$ cat src/rtl/rail_seq_pkg.sv
package rail_seq_pkg;

    localparam int NUM_MON = 2;
    localparam int MON_POS = 0;
    localparam int MON_NEG = 1;

    typedef enum logic [2:0] {
        ST_OFF   = 3'd0,
        ST_BOOST = 3'd1,
        ST_BOTH  = 3'd2,
        ST_RUN   = 3'd3,
        ST_FAULT = 3'd4
    } sup_state_t;

    typedef struct packed {
        logic boost_en;
        logic soft_start;
        logic inv_en;
        logic fault;
    } drive_t;

    function automatic drive_t drive_of(sup_state_t s);
        drive_t d;
        d.boost_en   = (s == ST_BOOST) || (s == ST_BOTH) || (s == ST_RUN);
        d.soft_start = (s == ST_BOOST);
        d.inv_en     = (s == ST_BOTH) || (s == ST_RUN);
        d.fault      = (s == ST_FAULT);
        return d;
    endfunction

    function automatic logic in_window(sup_state_t s);
        return (s == ST_BOOST) || (s == ST_BOTH);
    endfunction

endpackage

$ cat src/rtl/rail_seq_timer.sv
module rail_seq_timer #(
    parameter int SEQ_CYC = 8000,
    parameter int REG_CYC = 16000
) (
    input  logic clk,
    input  logic rst,
    input  logic run_i,
    output logic hit_seq_o,
    output logic hit_reg_o
);
    localparam int CW = $clog2(REG_CYC + 1);
    localparam logic [CW-1:0] SEQ_LAST = CW'(SEQ_CYC - 1);
    localparam logic [CW-1:0] REG_LAST = CW'(REG_CYC - 1);

    logic [CW-1:0] cnt;

    always_ff @(posedge clk) begin
        if (rst || !run_i) begin
            cnt <= '0;
        end else if (cnt != REG_LAST) begin
            cnt <= cnt + 1'b1;
        end
    end

    assign hit_seq_o = run_i && (cnt == SEQ_LAST);
    assign hit_reg_o = run_i && (cnt == REG_LAST);

endmodule

$ cat src/rtl/rail_seq_debounce.sv
module rail_seq_debounce #(
    parameter int LIMIT = 3000
) (
    input  logic clk,
    input  logic rst,
    input  logic arm_i,
    input  logic cond_i,
    output logic trip_o
);
    localparam int CW = $clog2(LIMIT + 1);
    localparam logic [CW-1:0] LAST = CW'(LIMIT - 1);

    logic [CW-1:0] cnt;

    always_ff @(posedge clk) begin
        if (rst || !arm_i || !cond_i) begin
            cnt <= '0;
        end else if (cnt != LAST) begin
            cnt <= cnt + 1'b1;
        end
    end

    assign trip_o = arm_i && cond_i && (cnt == LAST);

endmodule

$ cat src/rtl/rail_sequencer.sv
module rail_sequencer
    import rail_seq_pkg::*;
#(
    parameter int CYC_PER_MS = 1000,
    parameter int SEQ_MS     = 8,
    parameter int REG_MS     = 16,
    parameter int DEB_MS     = 3
) (
    input  logic clk,
    input  logic rst,
    input  logic en_i,
    input  logic uvlo_i,
    input  logic tsd_i,
    input  logic pos_reg_ok_i,
    input  logic pos_above_short_i,
    input  logic neg_above_start_thr_i,
    input  logic neg_above_run_thr_i,
    input  logic neg_reg_ok_i,
    output logic boost_en_o,
    output logic soft_start_o,
    output logic inv_en_o,
    output logic fault_o
);
    localparam int SEQ_CYC = SEQ_MS * CYC_PER_MS;
    localparam int REG_CYC = REG_MS * CYC_PER_MS;
    localparam int DEB_CYC = DEB_MS * CYC_PER_MS;

    sup_state_t st, st_nx;
    drive_t     drv_q;
    logic       hit_seq, hit_reg;
    logic       in_run;
    logic [NUM_MON-1:0] mon_bad;
    logic [NUM_MON-1:0] mon_trip;

    rail_seq_timer #(
        .SEQ_CYC(SEQ_CYC),
        .REG_CYC(REG_CYC)
    ) u_timer (
        .clk      (clk),
        .rst      (rst),
        .run_i    (in_window(st)),
        .hit_seq_o(hit_seq),
        .hit_reg_o(hit_reg)
    );

    assign in_run            = (st == ST_RUN);
    assign mon_bad[MON_POS]  = ~pos_above_short_i;
    assign mon_bad[MON_NEG]  = neg_above_run_thr_i;

    for (genvar g = 0; g < NUM_MON; g++) begin : g_mon
        rail_seq_debounce #(
            .LIMIT(DEB_CYC)
        ) u_deb (
            .clk   (clk),
            .rst   (rst),
            .arm_i (in_run),
            .cond_i(mon_bad[g]),
            .trip_o(mon_trip[g])
        );
    end

    always_comb begin
        st_nx = st;
        if (uvlo_i || !en_i) begin
            st_nx = ST_OFF;
        end else if (st == ST_FAULT) begin
            st_nx = ST_FAULT;
        end else if (tsd_i) begin
            st_nx = ST_OFF;
        end else begin
            unique case (st)
                ST_OFF:   st_nx = ST_BOOST;
                ST_BOOST: begin
                    if (hit_seq) begin
                        st_nx = (!pos_reg_ok_i || neg_above_start_thr_i) ? ST_FAULT : ST_BOTH;
                    end
                end
                ST_BOTH: begin
                    if (hit_reg) begin
                        st_nx = neg_reg_ok_i ? ST_RUN : ST_FAULT;
                    end
                end
                ST_RUN: begin
                    if (|mon_trip) begin
                        st_nx = ST_FAULT;
                    end
                end
                default:  st_nx = ST_OFF;
            endcase
        end
    end

    always_ff @(posedge clk) begin
        if (rst) begin
            st    <= ST_OFF;
            drv_q <= '0;
        end else begin
            st    <= st_nx;
            drv_q <= drive_of(st_nx);
        end
    end

    assign boost_en_o   = drv_q.boost_en;
    assign soft_start_o = drv_q.soft_start;
    assign inv_en_o     = drv_q.inv_en;
    assign fault_o      = drv_q.fault;

endmodule

$ cat config.mk
export PLATFORM = sky130hd
export DESIGN_NAME = rail_sequencer
export DESIGN_NICKNAME = d
export VERILOG_FILES = /design/src/rtl/rail_seq_pkg.sv /design/src/rtl/rail_seq_timer.sv /design/src/rtl/rail_seq_debounce.sv /design/src/rtl/rail_sequencer.sv
export SDC_FILE = /design/constraint.sdc
export NUM_CORES = 1
export LEC_CHECK = 0
export BUFFER_PORTS_ARGS = -buffer_cell sky130_fd_sc_hd__buf_2
export CAP_MARGIN = 20
export CORE_MARGIN = 2
export CORE_UTILIZATION = 60
export CTS_CLUSTER_SIZE = 40
export DETAILED_ROUTE_END_ITERATION = 10
export PLACE_DENSITY = 0.79
export SLEW_MARGIN = 15
export SYNTH_ARGS = -nofsm -noshare
export SYNTH_HDL_FRONTEND = slang
export SYNTH_SLANG_ARGS = --single-unit
$ cat constraint.sdc
create_clock -name clk -period 4.95 [get_ports clk]
set_input_delay 0.7425 -clock clk [delete_from_list [all_inputs] [get_ports clk]]
set_output_delay 0.7425 -clock clk [all_outputs]
set_load 0.005 [all_outputs]
==> run summary <==
### Status
• **run status** finished clean

### Synthesis
• **Post-Syn Nets** 261
• **Synth warnings** 0
• **gate count of the mapped netlist** 248
• **Netlist Area Pre-Place** 2170 µm²
• **share of the yosys chip area belonging to registers** 41.6%
• **flop and latch count out of synthesis** 45
• **Avg Inst Size Synth** 8.74 µm²
• **library cells used by synthesis** 42

### Detailed routing
• **post-detailed-route DRC marker count** 0
• **first-pass iteration count of the detailed router** 4
• **mean number of vias per cell** 5.70
• **drt initial violations** 105
• **overall via count from detail_route** 1768
• **antenna-violating nets left** 0
• **routed wire length** 3.85 mm
• **wire length per cell after detailed routing** 12.4 µm

### Timing
• **sum of negative setup slack** 0 ns
• **min Tclk post-route** 1.97 ns
• **# setup viols final** 0
• **worst path setup slack after routing** 2.98 ns
• **setup repair after global routing missed its margin** false
• **clock skew after layout** 0.0127 ns
• **share of the clock period used by the worst path after layout** 39.8%
• **actual transition at the worst max-transition pin** 0.650 ns
• **Final Max Slew Viols** 0
• **Hold Violations, Final** 0
• **worst hold slack across all endpoints** 0.500 ns
• **Max-Slew Margin vs Limit** 56.3%
• **Fmax** 0.508 GHz

### Pwr
• **Lkg Pwr** 0.793 nW
• **sequential share of power** 66.9%
• **power share of the clock group** 31.1%
• **worst voltage drop across the vdd grid** 0.000218 V
• **switching part of the total power** 22.3%
• **internal power consumption** 0.422 mW
• **part of the total power dissipated in combinational logic** 2.0%
• **Power Dens Cells** 234 nW/µm²
• **P_sw** 0.121 mW
• **sum of internal, switching and leakage power** 0.544 mW

### Placement
• **count of input and output buffers** 13
• **half-perimeter wire length after placement** 2.78 mm
• **placer congestion estimate** 0.819
• **worst setup timing slack at the placement stage** 2.94 ns

### Final layout
• **share of layout cells above drive strength 1** 11.7%
• **# diodes** 0
• **count of fill cells added during filler insertion** 297
• **commonest non-fill, non-tap cells in the layout** sky130_fd_sc_hd__nor2_1 (47), sky130_fd_sc_hd__dfxtp_1 (45), sky130_fd_sc_hd__xnor2_1 (17), sky130_fd_sc_hd__nand2_1 (16), sky130_fd_sc_hd__nand3_1 (14)
• **synthesis-to-finish area growth** 7.16%
• **number of nets at the end of the flow** 276
• **most common cell after layout, fill and taps aside** sky130_fd_sc_hd__nor2_1

### Clocking
• **H-tree Lvls** 2
• **number of buffers inserted during clock tree synthesis** 5
• **Resize count post-CTS** 0
• **clock-pin slew on the worst setup and hold paths** 0.13 ns
• **largest buffer count on any clock path** 2
• **Num Clock Sinks** 45
• **number of hold buffers added after CTS** 0
• **library cell used as clock root buffer** sky130_fd_sc_hd__clkbuf_4
• **post-CTS setup-driven buffer insertion count** 0
• **clock latency reported for the late side of the worst-skew pair** 0.36 ns
• **CTS tree** done

### Floorplan
• **Die X-Extent** 64.1 µm
• **Rows** 21
• **full die area** 4110 µm²
• **initial core utilization** 63.4%
• **I/O pin total** 14
• **overall die height** 64.1 µm
• **core area** 3420 µm²

### Worst setup path
• **maximum fanout count along the critical path** 5
• **classification of the worst setup path** reg2reg
• **type of element capturing the critical path** flip-flop
• **data arrival time of the worst path** 2.26 ns
• **data required time at the worst endpoint** 5.24 ns
• **Worst setup SP type** flip-flop

### Global routing
• **global-route track usage on met1** 27.2%
• **via count of the first global-routing pass** 1604
• **M2 GR Usage** 34.6%
• **maximum number of pins on one net before global-route repair** 15
• **total congestion overflow** 0
• **antenna violations before repair** 0
• **global routing usage summed across all routing layers** 21.2%
• **gr busiest metal** met2
• **wire length of the first global-routing pass** 6.92 mm
• **Global Route met3 Usage** 4.23%

### Hold path
• **worst min-delay path class** reg2reg

### Run
• **number of maximum-capacitance constraint violations** 0

logic make-up (layout without fill, tap and decap cells):
logic type / Yosys count / count (layout) / share of synthesized area [%]
buffers and inverters: 9 / 25 / 1.56
AOI/OAI and AO/OA: 25 / 25 / 8.14
DFF: 45 / 45 / 41.6
and+or+nand+nor: 138 / 138 / 35.6
adders and majority gates: 3 / 3 / 1.73
xor gates and xnor gates: 26 / 26 / 10.5
muxes: 2 / 2 / 0.924
registers in the layout, summed over array words and instances, names as in the netlist:
| register | flops |
|---|---|
| boost_en_o | 1 |
| fault_o | 1 |
| g_mon.u_deb.cnt | 24 |
| inv_en_o | 1 |
| soft_start_o | 1 |
| st | 3 |
| u_timer.cnt | 14 |
cells in the mapped netlist (all sizes together):
cell type,number,area share (%)
or4b,1,0.63
ha,3,1.7
a311oi,1,0.40
xor2,9,3.6
nor3b,4,1.4
and4,2,0.81
a31oi,2,0.58
nor4,7,3.7
nand4b,2,0.81
nand4,5,1.7
nand2b,2,0.58
nand3,14,3.2
or3b,2,0.81
mux2i,2,0.92
nand3b,3,1.0
a21o,1,0.35
and3b,1,0.40
nor2b,4,1.2
and3,8,2.3
or3,5,1.4
o21ai,5,1.2
or4bb,1,0.52
nand4bb,1,0.52
and2,1,0.29
nand2,16,2.8
dfxtp,45,42
xnor2,17,6.9
inv,4,0.69
o31ai,1,0.98
a21oi,10,2.5
a211oi,3,1.5
nor2,47,8.1
clkbuf,5,0.87
nor3,12,3.3
o21bai,2,0.69
layout make-up:
cell class	instances	area, µm²	share of cell area (%)
repair buffers	13	65.1	2.80
clock inverters	2	10.0	0.431
inverters	4	15.0	0.647
multi-input cells	194	1230	53.1
clock buffers	6	41.3	1.78
well taps	46	57.6	2.48
flip-flops and latches	45	901	38.8
per-layer routing:
layer / vias to the layer above / share of wire [%]
met4: 0 / 1.6
met1: 819 / 49
met5: - / 0
met3: 7 / 4.6
met2: 39 / 45
li1: 903 / -
power by group through the flow:
| stage | combinational (mW) | clock (mW) | sequential (mW) |
|---|---|---|---|
| final | 0.0111 | 0.169 | 0.364 |
| after global routing | 0.0121 | 0.189 | 0.364 |
| after CTS | 0.0111 | 0.176 | 0.364 |
| after detailed placement | 0.0110 | 0 | 0.372 |
| after global placement | 0.0106 | 0 | 0.372 |
| after floorplan | 0.00597 | 0 | 0.371 |
per-stage QoR:
stage                     instances  area, µm²  utilization (%)
after CTS                       310       2320             68.0
after floorplan                 248       2170                -
final                           310       2320             68.0
after global placement          302       2270             66.5
after detailed placement        302       2270             66.5
after global routing            310       2320             68.0
critical path, cell delays in order, from the launching register on:
cell                       delay, ns
sky130_fd_sc_hd__dfxtp_1        0.41
sky130_fd_sc_hd__ha_1           0.24
sky130_fd_sc_hd__nand3_1        0.13
sky130_fd_sc_hd__nor4_2         0.52
sky130_fd_sc_hd__and4_1         0.33
sky130_fd_sc_hd__o31ai_4        0.07
sky130_fd_sc_hd__a211oi_1       0.20
path summary, 6_finish.rpt:
check                                     from             end  slack [ns]  depth (start not counted)
worst min-delay path            u_timer.cnt[7]  u_timer.cnt[7]        0.50                          2
worst max register to register  u_timer.cnt[0]      boost_en_o        2.98                          6
worst min register to register  u_timer.cnt[7]  u_timer.cnt[7]        0.50                          2
worst max-delay path            u_timer.cnt[0]      boost_en_o        2.98                          6
No activity file was read; power rests on OpenSTA's default activity.
